<file path="src/rtl/tlb_pkg.sv">
package tlb_pkg;
  localparam int unsigned TLB_VA_W      = 32;
  localparam int unsigned TLB_PA_W      = 32;
  localparam int unsigned TLB_PAGE_BITS = 12;
  localparam int unsigned TLB_ENTRIES   = 32;

  // how a refill chooses its target entry
  typedef enum logic [1:0] {
    FILL_NONE  = 2'd0,
    FILL_MATCH = 2'd1,
    FILL_FREE  = 2'd2,
    FILL_RR    = 2'd3
  } fill_kind_e;
endpackage

</file>
<file path="src/rtl/tlb_root_reg.sv">
module tlb_root_reg #(
  parameter int unsigned W = 32
) (
  input  logic         clk,
  input  logic         rst_n,
  input  logic         we,
  input  logic [W-1:0] wdata,
  output logic [W-1:0] q,
  output logic         flush
);
  // only a change of value empties the buffer
  assign flush = we && (wdata != q);

  always_ff @(posedge clk) begin
    if (!rst_n) begin
      q <= '0;
    end else if (we) begin
      q <= wdata;
    end
  end
endmodule

</file>
<file path="src/rtl/tlb_entry_array.sv">
module tlb_entry_array #(
  parameter int unsigned N     = 32,
  parameter int unsigned VPN_W = 20,
  parameter int unsigned PPN_W = 20,
  parameter int unsigned IDX_W = 5
) (
  input  logic             clk,
  input  logic             rst_n,
  input  logic             clr_all,
  input  logic             wr_en,
  input  logic [IDX_W-1:0] wr_idx,
  input  logic [VPN_W-1:0] wr_vpn,
  input  logic [PPN_W-1:0] wr_ppn,
  input  logic [VPN_W-1:0] look_vpn,
  output logic [N-1:0]     look_match,
  output logic             look_hit,
  output logic [PPN_W-1:0] look_ppn,
  output logic [N-1:0]     probe_match,
  output logic [N-1:0]     valid_vec
);
  logic [PPN_W-1:0] masked_ppn [N];

  for (genvar g = 0; g < N; g++) begin : g_ent
    logic             v_q;
    logic [VPN_W-1:0] vpn_q;
    logic [PPN_W-1:0] ppn_q;
    logic             sel;

    assign sel = wr_en && (wr_idx == IDX_W'(g));

    always_ff @(posedge clk) begin
      if (!rst_n) begin
        v_q <= 1'b0;
      end else if (clr_all) begin
        v_q <= 1'b0;
      end else if (sel) begin
        v_q <= 1'b1;
      end
    end

    always_ff @(posedge clk) begin
      if (sel) begin
        vpn_q <= wr_vpn;
        ppn_q <= wr_ppn;
      end
    end

    assign valid_vec[g]   = v_q;
    assign look_match[g]  = v_q && (vpn_q == look_vpn);
    assign probe_match[g] = v_q && (vpn_q == wr_vpn);
    assign masked_ppn[g]  = look_match[g] ? ppn_q : '0;
  end

  // at most one entry matches, so an OR tree is a mux
  always_comb begin
    look_ppn = '0;
    for (int i = 0; i < int'(N); i++) begin
      look_ppn = look_ppn | masked_ppn[i];
    end
  end

  assign look_hit = |look_match;
endmodule

</file>
<file path="src/rtl/tlb_victim_sel.sv">
module tlb_victim_sel
  import tlb_pkg::*;
#(
  parameter int unsigned N     = 32,
  parameter int unsigned IDX_W = 5
) (
  input  logic             clk,
  input  logic             rst_n,
  input  logic [N-1:0]     valid_vec,
  input  logic [N-1:0]     probe_match,
  input  logic             fill_req,
  input  logic             flush,
  output logic             fill_commit,
  output fill_kind_e       fill_kind,
  output logic [IDX_W-1:0] fill_idx,
  output logic [IDX_W-1:0] rr_ptr
);
  logic [IDX_W-1:0] free_idx;
  logic [IDX_W-1:0] match_idx;
  logic             any_match;
  logic             all_valid;

  assign any_match = |probe_match;
  assign all_valid = &valid_vec;

  // descending scan leaves the lowest free slot
  always_comb begin
    free_idx = '0;
    for (int i = int'(N) - 1; i >= 0; i--) begin
      if (!valid_vec[i]) free_idx = IDX_W'(i);
    end
  end

  always_comb begin
    match_idx = '0;
    for (int i = 0; i < int'(N); i++) begin
      if (probe_match[i]) match_idx = IDX_W'(i);
    end
  end

  always_comb begin
    if (!fill_req)       fill_kind = FILL_NONE;
    else if (any_match)  fill_kind = FILL_MATCH;
    else if (!all_valid) fill_kind = FILL_FREE;
    else                 fill_kind = FILL_RR;
  end

  always_comb begin
    case (fill_kind)
      FILL_MATCH: fill_idx = match_idx;
      FILL_FREE:  fill_idx = free_idx;
      default:    fill_idx = rr_ptr;
    endcase
  end

  assign fill_commit = fill_req && !flush;

  always_ff @(posedge clk) begin
    if (!rst_n) begin
      rr_ptr <= '0;
    end else if (flush) begin
      rr_ptr <= '0;
    end else if (fill_commit && fill_kind == FILL_RR) begin
      rr_ptr <= (rr_ptr == IDX_W'(N - 1)) ? '0 : rr_ptr + 1'b1;
    end
  end
endmodule

</file>
<file path="src/rtl/tlb_xlate.sv">
module tlb_xlate
  import tlb_pkg::*;
#(
  parameter int unsigned VA_W      = TLB_VA_W,
  parameter int unsigned PA_W      = TLB_PA_W,
  parameter int unsigned PAGE_BITS = TLB_PAGE_BITS,
  parameter int unsigned ENTRIES   = TLB_ENTRIES
) (
  input  logic                      clk,
  input  logic                      rst_n,
  input  logic [VA_W-1:0]           lk_vaddr,
  output logic                      lk_hit,
  output logic [PA_W-1:0]           lk_paddr,
  input  logic                      fill_en,
  input  logic [VA_W-PAGE_BITS-1:0] fill_vpn,
  input  logic [PA_W-PAGE_BITS-1:0] fill_ppn,
  input  logic                      root_we,
  input  logic [VA_W-1:0]           root_wdata
);
  localparam int unsigned VPN_W = VA_W - PAGE_BITS;
  localparam int unsigned PPN_W = PA_W - PAGE_BITS;
  localparam int unsigned IDX_W = (ENTRIES > 1) ? $clog2(ENTRIES) : 1;

  function automatic logic [VPN_W-1:0] page_num(input logic [VA_W-1:0] va);
    return va[VA_W-1:PAGE_BITS];
  endfunction

  function automatic logic [PAGE_BITS-1:0] page_off(input logic [VA_W-1:0] va);
    return va[PAGE_BITS-1:0];
  endfunction

  function automatic logic [PA_W-1:0] join_pa(input logic [PPN_W-1:0] ppn,
                                              input logic [PAGE_BITS-1:0] off);
    return {ppn, off};
  endfunction

  // named internal events, also observed by the checker
  logic [VA_W-1:0]    root_q;
  logic               flush;
  logic [ENTRIES-1:0] look_match;
  logic [ENTRIES-1:0] probe_match;
  logic [ENTRIES-1:0] valid_vec;
  logic               arr_hit;
  logic [PPN_W-1:0]   arr_ppn;
  logic               fill_commit;
  fill_kind_e         fill_kind;
  logic [IDX_W-1:0]   fill_idx;
  logic [IDX_W-1:0]   rr_ptr;

  tlb_root_reg #(.W(VA_W)) u_root (
    .clk   (clk),
    .rst_n (rst_n),
    .we    (root_we),
    .wdata (root_wdata),
    .q     (root_q),
    .flush (flush)
  );

  tlb_entry_array #(
    .N(ENTRIES), .VPN_W(VPN_W), .PPN_W(PPN_W), .IDX_W(IDX_W)
  ) u_arr (
    .clk         (clk),
    .rst_n       (rst_n),
    .clr_all     (flush),
    .wr_en       (fill_commit),
    .wr_idx      (fill_idx),
    .wr_vpn      (fill_vpn),
    .wr_ppn      (fill_ppn),
    .look_vpn    (page_num(lk_vaddr)),
    .look_match  (look_match),
    .look_hit    (arr_hit),
    .look_ppn    (arr_ppn),
    .probe_match (probe_match),
    .valid_vec   (valid_vec)
  );

  tlb_victim_sel #(.N(ENTRIES), .IDX_W(IDX_W)) u_vsel (
    .clk         (clk),
    .rst_n       (rst_n),
    .valid_vec   (valid_vec),
    .probe_match (probe_match),
    .fill_req    (fill_en),
    .flush       (flush),
    .fill_commit (fill_commit),
    .fill_kind   (fill_kind),
    .fill_idx    (fill_idx),
    .rr_ptr      (rr_ptr)
  );

  assign lk_hit   = arr_hit;
  assign lk_paddr = arr_hit ? join_pa(arr_ppn, page_off(lk_vaddr)) : '0;
endmodule

</file>
<file path="config.mk">
export PLATFORM = sky130hd
export DESIGN_NAME = tlb_xlate
export DESIGN_NICKNAME = d
export VERILOG_FILES = /design/src/rtl/tlb_pkg.sv /design/src/rtl/tlb_root_reg.sv /design/src/rtl/tlb_entry_array.sv /design/src/rtl/tlb_victim_sel.sv /design/src/rtl/tlb_xlate.sv
export SDC_FILE = /design/constraint.sdc
export NUM_CORES = 2
export LEC_CHECK = 0
export BUFFER_PORTS_ARGS = -buffer_cell sky130_fd_sc_hd__buf_2
export CAP_MARGIN = 20
export CELL_PAD_IN_SITES_DETAIL_PLACEMENT = 1
export CELL_PAD_IN_SITES_GLOBAL_PLACEMENT = 2
export CORE_ASPECT_RATIO = 0.6
export CORE_UTILIZATION = 51
export CTS_BUF_LIST = sky130_fd_sc_hd__clkbuf_8
export CTS_CLUSTER_SIZE = 20
export DETAILED_ROUTE_END_ITERATION = 16
export HOLD_SLACK_MARGIN = 0.15
export PLACE_DENSITY = 0.84
export SLEW_MARGIN = 20
export SYNTH_ARGS = -nofsm -noshare
export SYNTH_HDL_FRONTEND = slang
export SYNTH_SLANG_ARGS = --single-unit
</file>
<file path="constraint.sdc">
create_clock -name clk -period 11.4 [get_ports clk]
set_input_delay 1.71 -clock clk [delete_from_list [all_inputs] [get_ports clk]]
set_output_delay 1.71 -clock clk [all_outputs]
set_load 0.01 [all_outputs]
</file>
# Word-level counts from Yosys, hierarchy flattened
# Index checks and enable logic that the tools add are counted.
# op_classes
n_addsub	1
n_eq_ne	100
n_mux	101
n_bitwise	32
n_reduce_logical	105
# op_table
operator	count
equality test 20 bit	64
2-to-1 mux 20 bit	32
OR 20 bit	31
2-to-1 mux 5 bit	49
logical AND 1 bit	99
equality test 5 bit, second input constant	17
OR reduction 32 bit	2
equality test 5 x 4 -> 1 bit, second input constant	8
2-to-1 mux 32 bit	1
2-to-1 mux 4 bit	8
!= test 32 bit	1
AND reduction 32 bit	1
equality test 5 x 3 -> 1 bit, second input constant	4
2-to-1 mux 3 bit	4
equality test 5 x 2 -> 1 bit, second input constant	2
case mux 5 bit (2 select lines)	1
2-to-1 mux 2 bit	4
adder 5 x 1 -> 5 bit, second input constant	1
equality test 5 x 1 -> 1 bit, second input constant	1
zero test 5 bit	1
equality test 2 bit, second input constant	2
equality test 2 x 1 -> 1 bit, second input constant	1
2-to-1 mux 1 bit	2
OR reduction 2 bit	1
other kinds (2)	2
# totals
register_bits	1349
input_bits	108
wordCells	437

# Longest topological paths before layout
# logic_depth
depth_word	36
ltp_mapped	16
ltp_nobuf	11

# By module
# A second synthesis with hierarchy kept.
# unflattened
hier_cells	4739
area_unflattened_um2	63483.4
# by_module_without_submodules
module	n_inst	cells_each	area_per_inst_um2
tlb_entry_array	1	4383	60524.3
tlb_root_reg	1	146	1564.0
tlb_victim_sel	1	175	1139.8
tlb_xlate	1	35	255.2

# Least setup slack after synthesis
# OpenSTA, ideal clock, no wires.
# synth_timing
kind	input port to flip-flop
from	input port fill_vpn[6]
to	register u_arr.g_ent[29].ppn_q[0] (enable)
arrival_time_ns	6.873
slack_ns	4.037
cell_stages	13
cell_sequence	buf_6 -> buf_12 -> xor2_1 -> or4b_1 -> nor4_1 -> nand4_1 -> nor2b_1 -> o2111ai_1 -> a311o_1 -> a211o_1 -> and2_4 -> buf_6 -> nor3_1
# synth_via
elab_chain_cells	36
elab_cells_between_ends	103
classes_between	35 x eq/ne; 34 x mux; 34 x reduce/logical
# synth_rtl
item	line	source
start, declared	tlb_xlate.sv:15	input logic [VA_W-PAGE_BITS-1:0] fill_vpn,
equality test 20 bit	tlb_entry_array.sv:50	assign probe_match[g] = v_q && (vpn_q == wr_vpn);
logical AND 1 bit	tlb_entry_array.sv:50	
2-to-1 mux 1 bit	tlb_victim_sel.sv:37	if (probe_match[i]) match_idx = IDX_W'(i);
2-to-1 mux 2 bit (2 in a row)	tlb_victim_sel.sv:37	
2-to-1 mux 3 bit (4 in a row)	tlb_victim_sel.sv:37	
2-to-1 mux 4 bit (8 in a row)	tlb_victim_sel.sv:37	
2-to-1 mux 5 bit (16 in a row)	tlb_victim_sel.sv:37	
case mux 5 bit (2 select lines) *	tlb_victim_sel.sv:49	case (fill_kind)
equality test 5 bit *	tlb_entry_array.sv:29	assign sel = wr_en && (wr_idx == IDX_W'(g));
logical AND 1 bit *	tlb_entry_array.sv:29	
named net u_arr.g_ent[29].sel	tlb_entry_array.sv:27	logic sel;
end signal, assigned	tlb_entry_array.sv:44	ppn_q <= wr_ppn;
end, declared	tlb_entry_array.sv:26	logic [PPN_W-1:0] ppn_q;
# Mark *: on every way through the listed nets, which the timed path passes. The rest lies on a longest branch.
# A chain may end at the register's enable or synchronous reset.

# Final worst setup path
# layout_timing
from	input port lk_vaddr[31]
to	output port lk_paddr[16]
# layout_via
elab_chain_cells	35
elab_cells_between_ends	129
classes_between	32 x eq/ne; 33 x mux; 31 x bitwise; 33 x reduce/logical
# layout_rtl
item	line	source
start, declared	tlb_xlate.sv:11	input logic [VA_W-1:0] lk_vaddr,
equality test 20 bit	tlb_entry_array.sv:49	assign look_match[g] = v_q && (vpn_q == look_vpn);
logical AND 1 bit	tlb_entry_array.sv:49	
2-to-1 mux 20 bit	tlb_entry_array.sv:51	assign masked_ppn[g] = look_match[g] ? ppn_q : '0;
OR 20 bit (31 in a row)	tlb_entry_array.sv:58	look_ppn = look_ppn | masked_ppn[i];
2-to-1 mux 32 bit *	tlb_xlate.sv:91	assign lk_paddr = arr_hit ? join_pa(arr_ppn, page_off(lk_vaddr)) : '0;
end, declared	tlb_xlate.sv:13	output logic [PA_W-1:0] lk_paddr,
# Every way passes the cells marked *; elsewhere a longest branch is shown, timed or not.

==> impl_results.md <==
- Hold Path Class: reg -> reg
- Reg2reg setup slack: ~6000 ps
- Leakage power: roughly 22 nW
- Die Wd: about 460 um
- Netlist cell types: 75
- 1st-iter DRT viols: ~6,500
- Post-CTS Setup Bufs: 0
- Largest net degree at the start of global routing: 44
- Worst-Margin Slew: 1230 ps
- IO Count: around 140
- Routed WL per cell: about 37 um
- CTS Root Cell: clkbuf_8
- Asr flop ratio synth: 0%
- Clk slew on worst S/H paths: approximately 60 ps
- Initial antenna violation count: 9
- Crit Path Max Fanout: 23
- Vias in the first global route: 43,200
- RSZ-0062 raised after global routing: false
- CTS tree: yes
- Critical Path RT: between 9000 and 10,000 ps
- Leading area contributor after synthesis: edfxtp_1
- Yosys top cell area share: about three fifths
- Mapped Area: between 60,000 and 70,000 um2
- Worst hold start: u_root.q[9]$_SDFFE_PN0P_
- Hold Path End: u_root.q[9]$_SDFFE_PN0P_
- First-pass GRT wire length: between 300 and 400 mm
- Hold path depth: 2
- Nets: approximately 4,800
- Critical path data arrival time: between 5000 and 6000 ps
- MaxCap Viol Count: 0
- Total DRC errors in the routed layout: 0
- R2R depth: 11
- Die ar.: ~130,000 um2
- Core area: roughly 120,000 um2
- Most used DFF post-synth: edfxtp_1
- Final Hold Fails: 0
- Remaining antenna violation count: 0
- CTS max path bufs: 3
- Kind of critical path: in -> out
- Total GRT Usage: between 30% and 40%
- Drt total wl: approximately 230 mm
- Standard-cell rows: 99
- Router iterations before antenna repair: 7
- Initial Util: approximately half
- Post-CTS Hold Buffers: 0
- CTS sink count: 1,349
- Fillers: around 12,000
- Mapped Avg Cell Area: roughly 14 um2
- Reg-to-Reg Start: u_arr.g_ent[11].vpn_q[1]$_DFFE_PP_
- Slew HR: between 15 and 20%
- Number of synthesized flops with an enable pin: 1,280
- Crit share post-route: 64.2%
- Cts bufs inserted: between 150 and 200
- Height of the die: ~270 um
- Synth cell count leaders: 1,280 x edfxtp_1, 800 x xnor2_1, 511 x xor2_1
- Via Count: roughly 43,000
- Placed cell area: 65,800 um2
- Crit start category: input port
- Vias per cell: roughly 6.8
- Area Overhead vs Synth: 10.5%
- R2R Path End: u_arr.g_ent[18].vpn_q[10]$_DFFE_PP_
- Syn Nets: around 4,500
- PortBufs: 140
- Gate Count Post-Synth: between 4,000 and 5,000
- Outcome: finished, final reports clean
- Power Density: 144 nW/um2
- Resize count post-CTS: 0
- Cell with the most instances after synthesis: edfxtp_1
- Largest cells by area after synthesis: edfxtp_1 61%, xnor2_1 11%, xor2_1 7.1%
- Max frequency: between 100 and 150 MHz
- Yosys reg bits: approximately 1,300
- Finished layout cell area: 69,700 um2
- Global route overflow: 0
- Routability cong.: around 0.96
- Max Slew Vio Count: 0
- Sequential share of the synthesized area: roughly 63%
- Clk_lat worst skew: 960 ps
- Layout cells sized above 1: around an eighth
- Setup_tns: 0 ps
- DP HPWL: between 100 and 150 mm
- Setup crit end kind: primary output
- Depth of the CTS H-tree: 4
- Synth warn: 0
- Post-Route Skew: 70.5 ps
- VDD IR max: approximately 0.12 mV
- Minimum clock period: roughly 7300 ps
- Final setup viols: 0
-- per-stage QoR --
| stage | utilization [%] | setup WS, ps | hold WS, ps | power (W) | cells |
|---|---|---|---|---|---|
| floorplan | - | 4040 | 503 | 0.00592 | 4429 |
| global placement | 53.8 | 3690 | 517 | 0.00617 | 6056 |
| detailed placement | 53.8 | 3670 | 527 | 0.00619 | 6058 |
| CTS | 57.0 | 4230 | 539 | 0.0101 | 6414 |
| global route | 57.1 | 4050 | 558 | 0.0103 | 6423 |
| finish | 57.1 | 4090 | 535 | 0.0101 | 6423 |
-- worst max path at each step --
stage | startpoint | end | slack [ps] | depth (start not counted)
floorplan | fill_vpn[6] | u_arr.g_ent[29].ppn_q[0]$_DFFE_PP_ | 4040 | 13
CTS | lk_vaddr[31] | lk_paddr[16] | 4230 | 12
finish | lk_vaddr[31] | lk_paddr[16] | 4090 | 12
detailed placement | fill_vpn[16] | u_arr.g_ent[16].ppn_q[13]$_DFFE_PP_ | 3670 | 13
global route | lk_vaddr[31] | lk_paddr[13] | 4050 | 12
global placement | fill_vpn[15] | u_arr.g_ent[0].ppn_q[10]$_DFFE_PP_ | 3690 | 14
-- state kept, by name (all words and copies together) (netlist names) --
register,flops
u_root.q,32
u_arr.g_ent.v_q,32
u_arr.g_ent.vpn_q,640
u_vsel.rr_ptr,5
u_arr.g_ent.ppn_q,640
-- worst max-delay path, cell delays in order --
cell and delay (ps):
buf_2 440, buf_4 710, xor2_1 200, nor4_1 100, nand4_1 130, nor4_2 60, buf_4 310, a22o_1 310
a221oi_1 640, nand3_1 290, or4_1 470, buf_2 160
-- report_power, final --
group,internal (W),switching (W)
Sequential,0.00543,0.00000848
Clock,0.00196,0.00201
Combinational,0.000192,0.000473
Total,0.00758,0.00249
-- final cells by class --
cell class	instances	area (um2)	area share, %
repair buffers	271	1840	2.64
well taps	1616	2020	2.90
clock buffers	209	2880	4.12
multi-input cells	2816	22100	31.7
clock inverters	147	1000	1.44
diodes	1	2.50	0.00359
inverters	14	52.6	0.0753
flip-flops and latches	1349	39800	57.1
-- placed cells by master (no fill, tap or decap), drive strengths merged, types with 26 or more instances in the layout --
cell type | netlist | final
edfxtp | 1280 | 1280
or4 | 35 | 35
inv | 14 | 78
a22o | 80 | 80
nor4b | 26 | 26
o21a | 32 | 32
xor2 | 512 | 512
nor2 | 31 | 31
nor3 | 48 | 48
clkinv | 0 | 69
buf | 150 | 271
nor4 | 191 | 191
nor2b | 37 | 37
nand4 | 308 | 308
a22oi | 160 | 160
a221oi | 83 | 83
xnor2 | 800 | 800
mux2i | 34 | 34
clkbuf | 100 | 209
dfxtp | 69 | 69
nand2 | 51 | 51
nand3 | 189 | 189
-- metal layers --
metal	wire length [um]	vias up	track usage, %	share of wire, %
met2	96200	3372	51.7	41
met4	6780	4	11.8	2.9
met3	35600	471	12.7	15
met5	26	-	0	0.011
li1	-	17400	-	-
met1	96100	22200	53.8	41
-- logic make-up (layout without fill, tap and decap cells) --
logic type	after synthesis	after routing	share of synthesized area (%)
buffers and inverters	264	641	2.46
flip-flops	1349	1349	63.1
AND/OR/NAND/NOR	1044	1044	10.3
AO/OA/AOI/OAI	424	424	5.37
adder cells (fa/ha/maj)	2	2	0.0396
other	0	1	0
multiplexers	34	34	0.539
XOR/XNOR	1312	1312	18.2
Power figures use the tool's default switching activity.
